==> src/rtl/arith_flag_pkg.sv <==
package arith_flag_pkg;
  localparam int unsigned OPC_W = 6;
  localparam logic [OPC_W-1:0] OPC_ADD = 6'd13;
  localparam logic [OPC_W-1:0] OPC_SUB = 6'd14;
  localparam logic [OPC_W-1:0] OPC_CMP = 6'd15;
  localparam int unsigned NFLAGS = 3;

  typedef struct packed {
    logic gt;
    logic lt;
    logic eq;
  } cmp_flags_t;
endpackage

==> src/rtl/addsub_core.sv <==
module addsub_core #(
  parameter int unsigned WIDTH = 32
) (
  input  logic [WIDTH-1:0] a,
  input  logic [WIDTH-1:0] b,
  input  logic             sub,
  output logic [WIDTH-1:0] y
);
  logic [WIDTH-1:0] b_eff;
  logic [WIDTH-1:0] cin;

  always_comb begin
    b_eff = b ^ {WIDTH{sub}};
    cin   = {{(WIDTH-1){1'b0}}, sub};
    y     = a + b_eff + cin;
  end
endmodule

==> src/rtl/signed_compare.sv <==
module signed_compare
  import arith_flag_pkg::*;
#(
  parameter int unsigned WIDTH = 32
) (
  input  logic [WIDTH-1:0] a,
  input  logic [WIDTH-1:0] b,
  output cmp_flags_t       flags
);
  always_comb begin
    flags.eq = (a == b);
    flags.gt = ($signed(a) > $signed(b));
    flags.lt = ($signed(a) < $signed(b));
  end
endmodule

==> src/rtl/status_reg.sv <==
module status_reg
  import arith_flag_pkg::*;
#(
  parameter int unsigned WIDTH = 32
) (
  input  logic                     clk,
  input  logic                     rst_n,
  input  logic                     cmp_upd,
  input  cmp_flags_t               cmp_in,
  input  logic                     wr_en,
  input  logic [WIDTH-NFLAGS-1:0]  wr_data,
  output logic [WIDTH-1:0]         sr_q
);
  localparam int unsigned LOW_W = WIDTH - NFLAGS;

  logic [NFLAGS-1:0] flag_q;
  logic [LOW_W-1:0]  low_q;

  always_ff @(posedge clk) begin
    if (!rst_n) begin
      flag_q <= '0;
    end else if (cmp_upd) begin
      flag_q <= cmp_in;
    end
  end

  always_ff @(posedge clk) begin
    if (!rst_n) begin
      low_q <= '0;
    end else if (wr_en) begin
      low_q <= wr_data;
    end
  end

  assign sr_q = {flag_q, low_q};

  // a compare leaves exactly one flag set
  assert_one_flag_R7: assert property (@(posedge clk) disable iff (!rst_n)
    cmp_upd |=> $onehot(sr_q[WIDTH-1 -: NFLAGS]));

  // low bits load from the write port
  assert_low_write_R9: assert property (@(posedge clk) disable iff (!rst_n)
    wr_en |=> sr_q[LOW_W-1:0] == $past(wr_data));

  // low bits hold without a write, compares included
  assert_low_hold_R9: assert property (@(posedge clk) disable iff (!rst_n)
    !wr_en |=> $stable(sr_q[LOW_W-1:0]));

  // flags hold without a compare
  assert_flags_hold_R8: assert property (@(posedge clk) disable iff (!rst_n)
    !cmp_upd |=> $stable(sr_q[WIDTH-1 -: NFLAGS]));
endmodule

==> src/rtl/arith_flag_unit.sv <==
module arith_flag_unit
  import arith_flag_pkg::*;
#(
  parameter int unsigned WIDTH = 32
) (
  input  logic                    clk,
  input  logic                    rst_n,
  input  logic                    op_en,
  input  logic [OPC_W-1:0]        op_code,
  input  logic [WIDTH-1:0]        opnd_a,
  input  logic [WIDTH-1:0]        opnd_b,
  input  logic                    sr_wr_en,
  input  logic [WIDTH-NFLAGS-1:0] sr_wr_data,
  output logic [WIDTH-1:0]        res_data,
  output logic                    res_valid,
  output logic [WIDTH-1:0]        status
);
  logic       do_add, do_sub, do_cmp, do_arith;
  logic [WIDTH-1:0] arith_y;
  cmp_flags_t cmp_now;

  always_comb begin
    do_add   = op_en && (op_code == OPC_ADD);
    do_sub   = op_en && (op_code == OPC_SUB);
    do_cmp   = op_en && (op_code == OPC_CMP);
    do_arith = do_add || do_sub;
  end

  addsub_core #(.WIDTH(WIDTH)) u_addsub (
    .a   (opnd_a),
    .b   (opnd_b),
    .sub (do_sub),
    .y   (arith_y)
  );

  signed_compare #(.WIDTH(WIDTH)) u_cmp (
    .a     (opnd_a),
    .b     (opnd_b),
    .flags (cmp_now)
  );

  status_reg #(.WIDTH(WIDTH)) u_sr (
    .clk     (clk),
    .rst_n   (rst_n),
    .cmp_upd (do_cmp),
    .cmp_in  (cmp_now),
    .wr_en   (sr_wr_en),
    .wr_data (sr_wr_data),
    .sr_q    (status)
  );

  always_ff @(posedge clk) begin
    if (!rst_n) begin
      res_valid <= 1'b0;
      res_data  <= '0;
    end else begin
      res_valid <= do_arith;
      if (do_arith) res_data <= arith_y;
    end
  end

  // sum appears one edge later
  assert_add_result_R1: assert property (@(posedge clk) disable iff (!rst_n)
    (op_en && op_code == OPC_ADD) |=>
      res_valid && res_data == $past(opnd_a) + $past(opnd_b));

  // difference appears one edge later
  assert_sub_result_R2: assert property (@(posedge clk) disable iff (!rst_n)
    (op_en && op_code == OPC_SUB) |=>
      res_valid && res_data == $past(opnd_a) - $past(opnd_b));

  // compare writes back nothing
  assert_cmp_no_wb_R3: assert property (@(posedge clk) disable iff (!rst_n)
    (op_en && op_code == OPC_CMP) |=> !res_valid && $stable(res_data));

  // greater flag follows signed ordering
  assert_gt_flag_R4: assert property (@(posedge clk) disable iff (!rst_n)
    (op_en && op_code == OPC_CMP) |=>
      status[WIDTH-1] == ($signed($past(opnd_a)) > $signed($past(opnd_b))));

  // less flag follows signed ordering
  assert_lt_flag_R5: assert property (@(posedge clk) disable iff (!rst_n)
    (op_en && op_code == OPC_CMP) |=>
      status[WIDTH-2] == ($signed($past(opnd_a)) < $signed($past(opnd_b))));

  // zero flag on equality
  assert_eq_flag_R6: assert property (@(posedge clk) disable iff (!rst_n)
    (op_en && op_code == OPC_CMP) |=>
      status[WIDTH-3] == ($past(opnd_a) == $past(opnd_b)));

  // idle or unknown opcode yields nothing
  assert_no_op_R10: assert property (@(posedge clk) disable iff (!rst_n)
    !(op_en && (op_code == OPC_ADD || op_code == OPC_SUB || op_code == OPC_CMP))
      |=> !res_valid && $stable(res_data) && $stable(status[WIDTH-1 -: NFLAGS]));
endmodule

==> config.mk <==
export PLATFORM = sky130hd
export DESIGN_NAME = arith_flag_unit
export DESIGN_NICKNAME = d
export VERILOG_FILES = /design/src/rtl/arith_flag_pkg.sv /design/src/rtl/addsub_core.sv /design/src/rtl/signed_compare.sv /design/src/rtl/status_reg.sv /design/src/rtl/arith_flag_unit.sv
export SDC_FILE = /design/constraint.sdc
export NUM_CORES = 1
export LEC_CHECK = 0
export ABC_AREA = 0
export CAP_MARGIN = 20
export CELL_PAD_IN_SITES_DETAIL_PLACEMENT = 0
export CELL_PAD_IN_SITES_GLOBAL_PLACEMENT = 1
export CORE_ASPECT_RATIO = 0.6
export CORE_MARGIN = 2
export CORE_UTILIZATION = 34
export DETAILED_ROUTE_END_ITERATION = 7
export GPL_TIMING_DRIVEN = 0
export PLACE_DENSITY_LB_ADDON = 0.3
export SETUP_SLACK_MARGIN = 0.5
export SLEW_MARGIN = 20
export SYNTH_ARGS = -nofsm -noshare
export SYNTH_HDL_FRONTEND = slang
export SYNTH_SLANG_ARGS = --single-unit
==> constraint.sdc <==
create_clock -name clk -period 5.4 [get_ports clk]
set_input_delay 1.08 -clock clk [delete_from_list [all_inputs] [get_ports clk]]
set_output_delay 1.08 -clock clk [all_outputs]
set_load 0.02 [all_outputs]
# After elaboration in Yosys (flattened, before gate mapping)
# Cells that the tools add are included.
[word_totals] register_bits=65 input_bits=103 out_inout_bits=65
[classes] add_sub_neg=2 n_lt_le_gt_ge=2 eq_ne=4 bitwise=1 reduce_logical=4
[op_table] cell="adder 32 x 1 -> 32 bit" n=1
[op_table] cell="adder 32 bit" n=1
[op_table] cell="== test 32 bit" n=1
[op_table] cell="greater-than comparator 32 bit" n=1
[op_table] cell="< comparator 32 bit" n=1
[op_table] cell="XOR 32 bit" n=1
[op_table] cell="== test 6 x 4 -> 1 bit (second input constant)" n=3
[op_table] cell="logical AND 1 bit" n=3
[op_table] cell="logical OR 1 bit" n=1

# Depth between registers and ports, before layout
# Gate-level depths: netlist (run 1).
[depth] depth_word=5 depth_mapped=15 depth_no_buf=14

# Hierarchy
# From an unflattened synthesis (run 1), not the netlist that was laid out.
[unflattened] hier_cells=659 area_unflattened_um2=5606.6
[modules_own_cells] module="addsub_core" instances=1 cells_per_inst=292 area_each_um2=2145.8
[modules_own_cells] module="arith_flag_unit" instances=1 cells_per_inst=148 area_each_um2=1357.6
[modules_own_cells] module="status_reg" instances=1 cells_per_inst=102 area_each_um2=1211.2
[modules_own_cells] module="signed_compare" instances=1 cells_per_inst=117 area_each_um2=892.1

# Worst setup path before layout (run 1)
# Ideal clock, no wire load.
[synth_timing] path_type="input to register" startpoint="input op_code[4]" endpoint="register res_data[30]" setup_time_ps=132 arrival_time_ps=4123 slack_ps=1145 stages=15 cell_sequence="nand4bb_1 > nor2_1 > nand3b_1 > buf_1 > xnor2_1 > inv_1 > fa_1 > nor2b_1 > o21bai_1 > a211o_1 > a31o_4 > o31a_4 > o221ai_2 > or4_1 > a31oi_1"
[synth_via] elab_chain_cells=5 word_cells_on_any_way=8
[synth_rtl] element="start, declared" line_no="arith_flag_unit.sv:9" text="input logic [OPC_W-1:0] op_code,"
[synth_rtl] element="== test 6 x 4 -> 1 bit" line_no="arith_flag_unit.sv:24" text="do_sub = op_en && (op_code == OPC_SUB);"
[synth_rtl] element="logical AND 1 bit" line_no="arith_flag_unit.sv:24"
[synth_rtl] element="XOR 32 bit" line_no="addsub_core.sv:13" text="b_eff = b ^ {WIDTH{sub}};"
[synth_rtl] element="adder 32 bit" line_no="addsub_core.sv:15" text="y = a + b_eff + cin;"
[synth_rtl] element="adder 32 x 1 -> 32 bit" line_no="addsub_core.sv:15"
[synth_rtl] element="end signal, assigned" line_no="arith_flag_unit.sv:58" text="if (do_arith) res_data <= arith_y;"
[synth_rtl] element="end, declared" line_no="arith_flag_unit.sv:14" text="output logic [WIDTH-1:0] res_data,"
# Several ways; a longest one is shown, not always the timed one.
# A chain may end at the register's enable or synchronous reset.

# Final worst setup path (run 1)
[layout_timing] startpoint="input op_code[4]" endpoint="register res_data[29]"
# Same word-level chain as after synthesis.

==> metrics.cfg, run 1 <==
[sta]
relSlewSlack_pct=44.8
hold_viol=0
rsz0062_at_grt=true
worst_pin_slew_ns=0.828
period_share_pct=87.0
finalSetupViolCount=0
drv_slew=0
final.setup.tns_ns=0
fmax_mhz=213
fin_crit_ns=4.70
fin_skew_ns=0

[clock_network]
clk_latency_ns=0.33
cts_buffer_depth=2
cts_tree=done
clkTransAtPathRegs_ns=0.06
root_buffer=clkbuf_16
cts_made_buffers=9
cts_hold_buf=0
htreeDepth=3
cts.sinks=65

[global_routing]
grt_pass1_vias=5146
grt_pass1_wl_um=27300
grt_util_all_layers_pct=21.7
antenna_found_initial=0
grt_max_degree=14
grt_overflow_total=0

[yosys]
synth_seq_cells=65
synth_cells=630
ys_types=67
ys_warn_count=0
netlist_area_um2=5170
ys_seq_area_share_pct=25.2
synth_edf_count=0
avgSynthCellArea_um2=8.20
async_reset_ff_share_pct=0
synth_flop_cell=dfxtp_1
mappedNetlistNets=799

[die]
rows=34
die_area_um2=16200
core_area_um2=14700
initial_core_util_pct=35.2
num_io_pins=168
die_x_um=163
die_height_um=99.5

[worst_hold_path]
hold_depth=2
hold_class=register to register
hp-start=res_data[14]
hold_end=res_data[14]

[setup_path]
startpoint_type=primary input
worst-path-buf-inv=3
r2r-start=res_data[31]
end_kind=register
cp_max_fo=10
timing.rr.end=res_data[31]
critPathTopFamily=compound AO/OA/AOI/OAI gates
regToRegSetupSlack_ns=4.57
rr_worst_depth=3
arrival_ns=4.93
crit_required_ns=5.63
worstSetupPathType=primary input to register
worstPathCellList=clkdlybuf4s50_1, nand4bb_1, nor2_4, nand3b_1, buf_2, xnor2_1, ha_1, a21oi_1, o21ai_1, a311oi_2, buf_4, o211a_2, o21ai_4, o31ai_2, a2111oi_2, a311o_1
slowest_stage=clkdlybuf4s50_1
slowest_delay_ns=0.39

[placed_design]
port_buffers=166
gp_congestion=0.900
dp_hpwl_um=14000

[cells_and_area]
antenna_cells=0
area_growth_pct=43.8
drive_gt1_share_pct=5.04
num-nets-final=977
fin_util_pct=50.6

[power]
p_per_area_nw_per_um2=222
totalPowerFinal_w=0.00165
p_leak_nw=3.16
irDropWorstVdd_mv=0.150

[status]
status=complete, no violations

[drt]
drc=0
firstDrtPassIters=5
ant_nets=0
vias=5260
drt-total-wl_um=17500
wl_per_cell_um=17.3
vias_per_cell=5.20
drt_iter0_markers=414

[flow_run]
max_cap_violations=0

-- placed cells by master, fill, tap and decap left out, drive strengths merged, types with 5 or more instances in the layout --
| cell | count |
|---|---|
| nand3b | 6 |
| xor2 | 9 |
| mux2i | 32 |
| ha | 65 |
| clkdlybuf4s50 | 166 |
| dfxtp | 65 |
| o21a | 8 |
| nand3 | 21 |
| buf | 9 |
| clkbuf | 25 |
| o211ai | 5 |
| o21ai | 27 |
| nor2 | 54 |
| and2 | 5 |
| a211oi | 5 |
| xnor2 | 40 |
| nand2 | 49 |
| nand4 | 15 |
| nor3 | 9 |
| and3 | 6 |
| a21oi | 48 |
| a31oi | 7 |
| inv | 51 |
| a21o | 23 |
-- power by group --
part | total (W) | leakage, nW | internal [W] | switching [W]
clock network | 0.000660 | 0.157 | 0.000409 | 0.000250
logic | 0.000484 | 2.47 | 0.000234 | 0.000250
registers | 0.000504 | 0.530 | 0.000495 | 0.00000873
total | 0.00165 | 3.16 | 0.00114 | 0.000509
-- kinds of logic after synthesis --
kind of cell,count (synthesis),share of synthesized area [%]
AND/OR/NAND/NOR,190,18.0
AO/OA/AOI/OAI,155,20.8
buffers and inverters,73,5.33
adder cells (fa/ha/maj),66,16.1
flip-flops,65,25.2
XOR/XNOR,49,8.30
multiplexers,32,6.20
-- repair_timing --
action / in CTS / in global routing
resized for setup: 12 / 6
buffers inserted: 0 / 1
setup endpoints to repair: 6 / 10
pin swaps: 0 / 1
hold endpoints to repair: 0 / 0
-- synthesized netlist by cell type, types with 3 or more instances --
master | n | area share, %
a211o_1 | 3 | 0.51
a211oi_1 | 5 | 0.73
a21o_1 | 22 | 3.2
a21oi_1 | 46 | 4.5
a31oi_1 | 7 | 0.85
and2_1 | 5 | 0.61
and3_1 | 6 | 0.73
buf_1 | 8 | 0.58
clkbuf_1 | 15 | 1.1
dfxtp_1 | 65 | 25
ha_1 | 65 | 16
inv_1 | 49 | 3.6
mux2i_1 | 32 | 6.2
nand2_1 | 49 | 3.6
nand2b_1 | 4 | 0.48
nand3_1 | 21 | 2.0
nand3b_1 | 6 | 0.87
nand4_1 | 15 | 1.8
nor2_1 | 54 | 3.9
nor2b_1 | 4 | 0.48
nor3_1 | 9 | 0.87
nor4_1 | 3 | 0.36
o211ai_1 | 5 | 0.73
o21a_1 | 8 | 1.2
o21ai_0 | 21 | 2.0
o21ai_1 | 4 | 0.39
o21bai_1 | 4 | 0.58
or3_1 | 3 | 0.36
xnor2_1 | 40 | 6.8
xor2_1 | 9 | 1.5
-- worst max-delay path by stage --
stage / start / to / slack [ns] / cells past startpoint
finish: op_code[4] / res_data[29] / 0.70 / 16
detailed placement: op_code[4] / res_data[26] / -0.07 / 16
CTS: op_code[4] / res_data[26] / 0.54 / 16
global route: op_code[4] / res_data[26] / 0.46 / 16
floorplan: op_code[4] / res_data[30] / 1.15 / 15
global placement: op_code[4] / res_data[30] / 0.002 / 16
-- sequential cells by signal (all words and copies together), names as in the netlist --
signal	count
res_valid	1
u_sr.flag_q	3
u_sr.low_q	29
res_data	32
-- per-stage QoR --
step / std cells / hold WS [ns] / area [µm²] / setup WS [ns]
finish: 1011 / 0.454 / 7430 / 0.700
CTS: 1010 / 0.457 / 7410 / 0.540
global placement: 994 / 0.441 / 7080 / 0.00202
floorplan: 630 / 0.530 / 5170 / 1.15
detailed placement: 994 / 0.449 / 7080 / -0.0711
global route: 1011 / 0.472 / 7430 / 0.458
-- layout make-up --
cell class                      instances  area (µm²)
Sequential cell                        65        1300
Inverter                               49         184
Timing Repair Buffer                  167        1670
Clock buffer                            9         225
Clock inverter                          7         103
Buffer                                 24         101
Multi-Input combinational cell        492        3600
Fill cell                            1371        7240
Tap cell                              198         248
-- worst register-to-register path, cell delays in order (launching register included) --
cell and delay, ns:
dfxtp_1 0.33, nand3_1 0.07, nand2_1 0.06, a211o_1 0.26
-- layer usage --
layer	GRT usage [%]	share of wire, %
met2	30.5	39
met4	4.36	1.2
met3	7.51	10
met5	0	0
met1	31.7	49
Note: power is estimated with default switching activity, not from simulation.
==> run 2: changes to the inputs <==
--- a/config.mk
+++ b/config.mk
@@ -20,3 +20,4 @@
 export SYNTH_ARGS = -nofsm -noshare
 export SYNTH_HDL_FRONTEND = slang
 export SYNTH_SLANG_ARGS = --single-unit
+export TNS_END_PERCENT = 30
==> metrics.cfg, run 2 (synthesis gave the netlist of run 1 again) <==
[cells_and_area]
stdcell_area_um2=7440
top_register=res_data
most-common-layout-cells=clkdlybuf4s50_1 (166), ha_1 (65), dfxtp_1 (65), nor2_1 (53)
num-nets-final=978
largest_reg_flops=32
layout_commonest_cell=clkdlybuf4s50_1
antenna_cells=0
area_growth_pct=44.0
reg.largest.list=res_data: 32 flops, u_sr.low_q: 29 flops, u_sr.flag_q: 3 flops
nFillCells=1371
drive_gt1_share_pct=5.16

[sta]
relSlewSlack_pct=46.0
fin_skew_ns=0
hold_viol=0
final.setup.tns_ns=0
worst_pin_slew_ns=0.810
drv_slew=0
finalSetupViolCount=0
fin_crit_ns=4.67
rsz0062_at_grt=false
fmax_mhz=214
whs_ns=0.454
period_share_pct=86.5

[setup_path]
end_kind=register
arrival_ns=4.95
startpoint_type=primary input
cp_max_fo=10
regToRegSetupSlack_ns=4.57
crit_required_ns=5.68
crit_start=op_code[4]
r2r-start=res_data[31]
worstSetupPathType=primary input to register
rr_worst_depth=3

[power]
irDropWorstVdd_mv=0.150
totalPowerFinal_w=0.00165
p_leak_nw=3.16
p_per_area_nw_per_um2=222

[clock_network]
clkTransAtPathRegs_ns=0.06
clk_latency_ns=0.33
cts_tree=done
cts.sinks=65
root_buffer=clkbuf_16
htreeDepth=3
cts_buffer_depth=2
cts_made_buffers=9

[die]
num_io_pins=168
initial_core_util_pct=35.2
rows=34
die_x_um=163
die_area_um2=16200
die_height_um=99.5
core_area_um2=14700

[global_routing]
grt_util_all_layers_pct=21.7
grt_max_degree=14
grt_overflow_total=0
grt_pass1_wl_um=27300
grt_pass1_vias=5146
antenna_found_initial=0

[status]
status=complete, no violations

[placed_design]
gp_congestion=0.900
place_area_um2=7080
port_buffers=166
dp_hpwl_um=14000

[drt]
wl_per_cell_um=17.3
drt-total-wl_um=17500
ant_nets=0
drc=0
drt_iter0_markers=406
firstDrtPassIters=5
vias_per_cell=5.20
vias=5258

[worst_hold_path]
hold_depth=2
hp-start=res_data[14]
hold_class=register to register

[flow_run]
max_cap_violations=0

[run 2: cell count changes in the layout (fill, tap and decap cells not counted)]
cell,delta
buf_4,+1
[run 2: final cells by class]
class / count / area (µm²) / share of cell area [%]
Timing Repair Buffer: 168 / 1680 / 22.5
Sequential cell: 65 / 1300 / 17.5
Buffer: 24 / 101 / 1.36
Clock buffer: 9 / 225 / 3.03
Multi-Input combinational cell: 492 / 3600 / 48.4
Inverter: 49 / 184 / 2.47
Clock inverter: 7 / 103 / 1.38
Tap cell: 198 / 248 / 3.33
[run 2: what timing repair did]
action,in CTS,in global routing
pin swaps,0,1
endpoints found under the setup margin,6,15
setup buffers,0,2
endpoints found under the hold margin,0,0
resized for setup,4,12
hold buffers,0,0
[run 2: path summary, 6_finish.rpt]
check / to
max: res_data[29]
min: res_data[14]
max reg2reg: res_data[31]
min reg2reg: res_data[14]
[run 2: per-layer routing]
metal  GRT usage (%)  vias to the layer above  share of wire, %
met2            30.5                      215                39
met5               0                        -                 0
met3            7.51                       20                11
li1                -                     2607                 -
met1            31.7                     2416                49
met4            4.36                        0              0.99
[run 2: metrics by stage]
stage                     util [%]  cells  worst slack, ns
after floorplan                  -    630             1.15
after global placement        48.2    994          0.00202
after detailed placement      48.2    994          -0.0711
after CTS                     50.5   1010            0.358
after global routing          50.7   1012            0.487
final                         50.7   1012            0.730
[run 2: worst max-delay path, stage by stage]
cell and delay (ns):
clkdlybuf4s50_1 0.39, nand4bb_1 0.26, nor2_4 0.17, nand3b_1 0.19
buf_2 0.31, xnor2_1 0.17, ha_1 0.42, inv_1 0.08
nor4_1 0.63, nand3b_1 0.14, o211a_2 0.20, o21ai_4 0.24
o31ai_2 0.12, a2111oi_2 0.36, a311o_1 0.16
[run 2: where the power goes]
group | total, W | switching, W | internal, W
logic | 0.000485 | 0.000251 | 0.000234
registers | 0.000504 | 0.00000874 | 0.000495
clock network | 0.000660 | 0.000250 | 0.000409
==> run 3: changes to the inputs <==
--- a/config.mk
+++ b/config.mk
@@ -14,9 +14,9 @@
 export CORE_UTILIZATION = 34
 export DETAILED_ROUTE_END_ITERATION = 7
 export GPL_TIMING_DRIVEN = 0
+export MAX_ROUTING_LAYER = met4
 export PLACE_DENSITY_LB_ADDON = 0.3
 export SETUP_SLACK_MARGIN = 0.5
-export SLEW_MARGIN = 20
 export SYNTH_ARGS = -nofsm -noshare
 export SYNTH_HDL_FRONTEND = slang
 export SYNTH_SLANG_ARGS = --single-unit
==> metrics.cfg, run 3 (synthesis gave the netlist of run 1 again) <==
[global_routing]
grt_pass1_vias=5239
grt_max_degree=14
grt_pass1_wl_um=27300
grt_util_all_layers_pct=22.3
antenna_found_initial=0
grt_overflow_total=0

[setup_path]
crit_start=op_code[4]
worst-path-buf-inv=3
critPathTopFamily=compound AO/OA/AOI/OAI gates
worstSetupPathType=primary input to register
slowest_stage=fa_1
slowest_delay_ns=0.41
cp_max_fo=10
r2r-start=res_data[31]
crit_required_ns=5.59
startpoint_type=primary input
arrival_ns=4.87
end_kind=register
worstPathCellList=clkdlybuf4s50_1, nand4bb_1, nor2_2, nand3b_1, buf_4, xnor2_1, inv_1, fa_1, nor2b_1, o21bai_1, a211o_1, a31o_4, o31a_4, o221ai_2, or4_1, a31oi_1

[placed_design]
port_buffers=166
gp_congestion=0.918
dp_hpwl_um=14300
detailedPlace.worstSlack_ns=-0.00529

[sta]
hold_viol=0
worst_slack_ns=0.719
fmax_mhz=214
finalSetupViolCount=0
fin_skew_ns=0
relSlewSlack_pct=48.8
final.setup.tns_ns=0
fin_crit_ns=4.68
period_share_pct=86.7
rsz0062_at_grt=true
worst_pin_slew_ns=0.768
drv_slew=0

[clock_network]
clk_latency_ns=0.32
clkTransAtPathRegs_ns=0.06
cts_made_buffers=9
htreeDepth=3
root_buffer=clkbuf_16
cts_buffer_depth=2
cts_tree=done
cts.sinks=65
cts_hold_buf=0

[worst_hold_path]
hp-start=res_data[14]
hold_class=register to register

[power]
p_leak_nw=3.14
p_per_area_nw_per_um2=215
irDropWorstVdd_mv=0.152

[drt]
drt-met1-wl_um=8930
vias=5318
vias_per_cell=5.26
wl_met3_um=1680
drc=0
drt-total-wl_um=17700
wl_per_cell_um=17.5
ant_nets=0
top_layer=met4
firstDrtPassIters=6
drt_iter0_markers=305
dr_wl_met2_um=6950

[cells_and_area]
seqCellArea_um2=1300
layout_commonest_cell=clkdlybuf4s50_1
reg.largest.list=res_data: 32 flops, u_sr.low_q: 29 flops, u_sr.flag_q: 3 flops
antenna_cells=0
top_register=res_data
num-nets-final=977
fin_util_pct=50.5
drive_gt1_share_pct=5.04
largest_reg_flops=32
nFillCells=1405
multi_input_area_um2=3600
most-common-layout-cells=clkdlybuf4s50_1 (166), ha_1 (65), dfxtp_1 (65), nor2_1 (53)
area_growth_pct=43.3

[die]
initial_core_util_pct=35.2
num_io_pins=168
die_x_um=163
die_area_um2=16200
die_height_um=99.5
core_area_um2=14700
rows=34

[status]
status=complete, no violations

[flow_run]
max_cap_violations=0

## run 3: path summary, 6_finish.rpt
check,endpoint,slack (ns),depth (start not counted)
max reg2reg,res_data[31],4.58,3
min,res_data[14],0.46,2
min reg2reg,res_data[14],0.46,2
max,res_data[30],0.72,16
## run 3: per-layer routing
layer  GRT usage (%)  vias to the layer above
met4            3.74                        0
met3            5.55                       15
li1                -                     2607
met5               -                        -
met1            32.8                     2468
met2            31.0                      228
## run 3: power by group
group	switching (W)	internal [W]
sequential	0.00000865	0.000495
clock	0.000243	0.000362
combinational	0.000253	0.000234
total	0.000504	0.00109
## run 3: cell type report
class                   count  share of cell area, %
multi-input cells         492                   48.6
repair buffers            167                   22.5
inverters                  49                   2.48
clock buffers               9                   3.04
well taps                 198                   3.35
flip-flops and latches     65                   17.6
plain buffers              24                   1.32
clock inverters             7                   1.06
## run 3: through the flow
step / cell area (µm²) / total power, W / std cells / hold WS (ns)
floorplan: 5170 / 0.000798 / 630 / 0.530
global placement: 7080 / 0.000984 / 994 / 0.441
detailed placement: 7080 / 0.000992 / 994 / 0.446
CTS: 7380 / 0.00160 / 1010 / 0.457
global route: 7400 / 0.00167 / 1011 / 0.471
finish: 7400 / 0.00159 / 1011 / 0.456
## run 3: what timing repair did
action                                  CTS  global route
hold endpoints to repair                  0             0
endpoints found under the setup margin    5            17
resized for setup                         4            10
pin swaps                                 0             1
setup buffers                             0             1
## run 3: worst min-delay path, cell delays in order, from the launching register on
cell and delay (ns):
dfxtp_1 0.31, nand2_1 0.05, a21oi_1 0.05
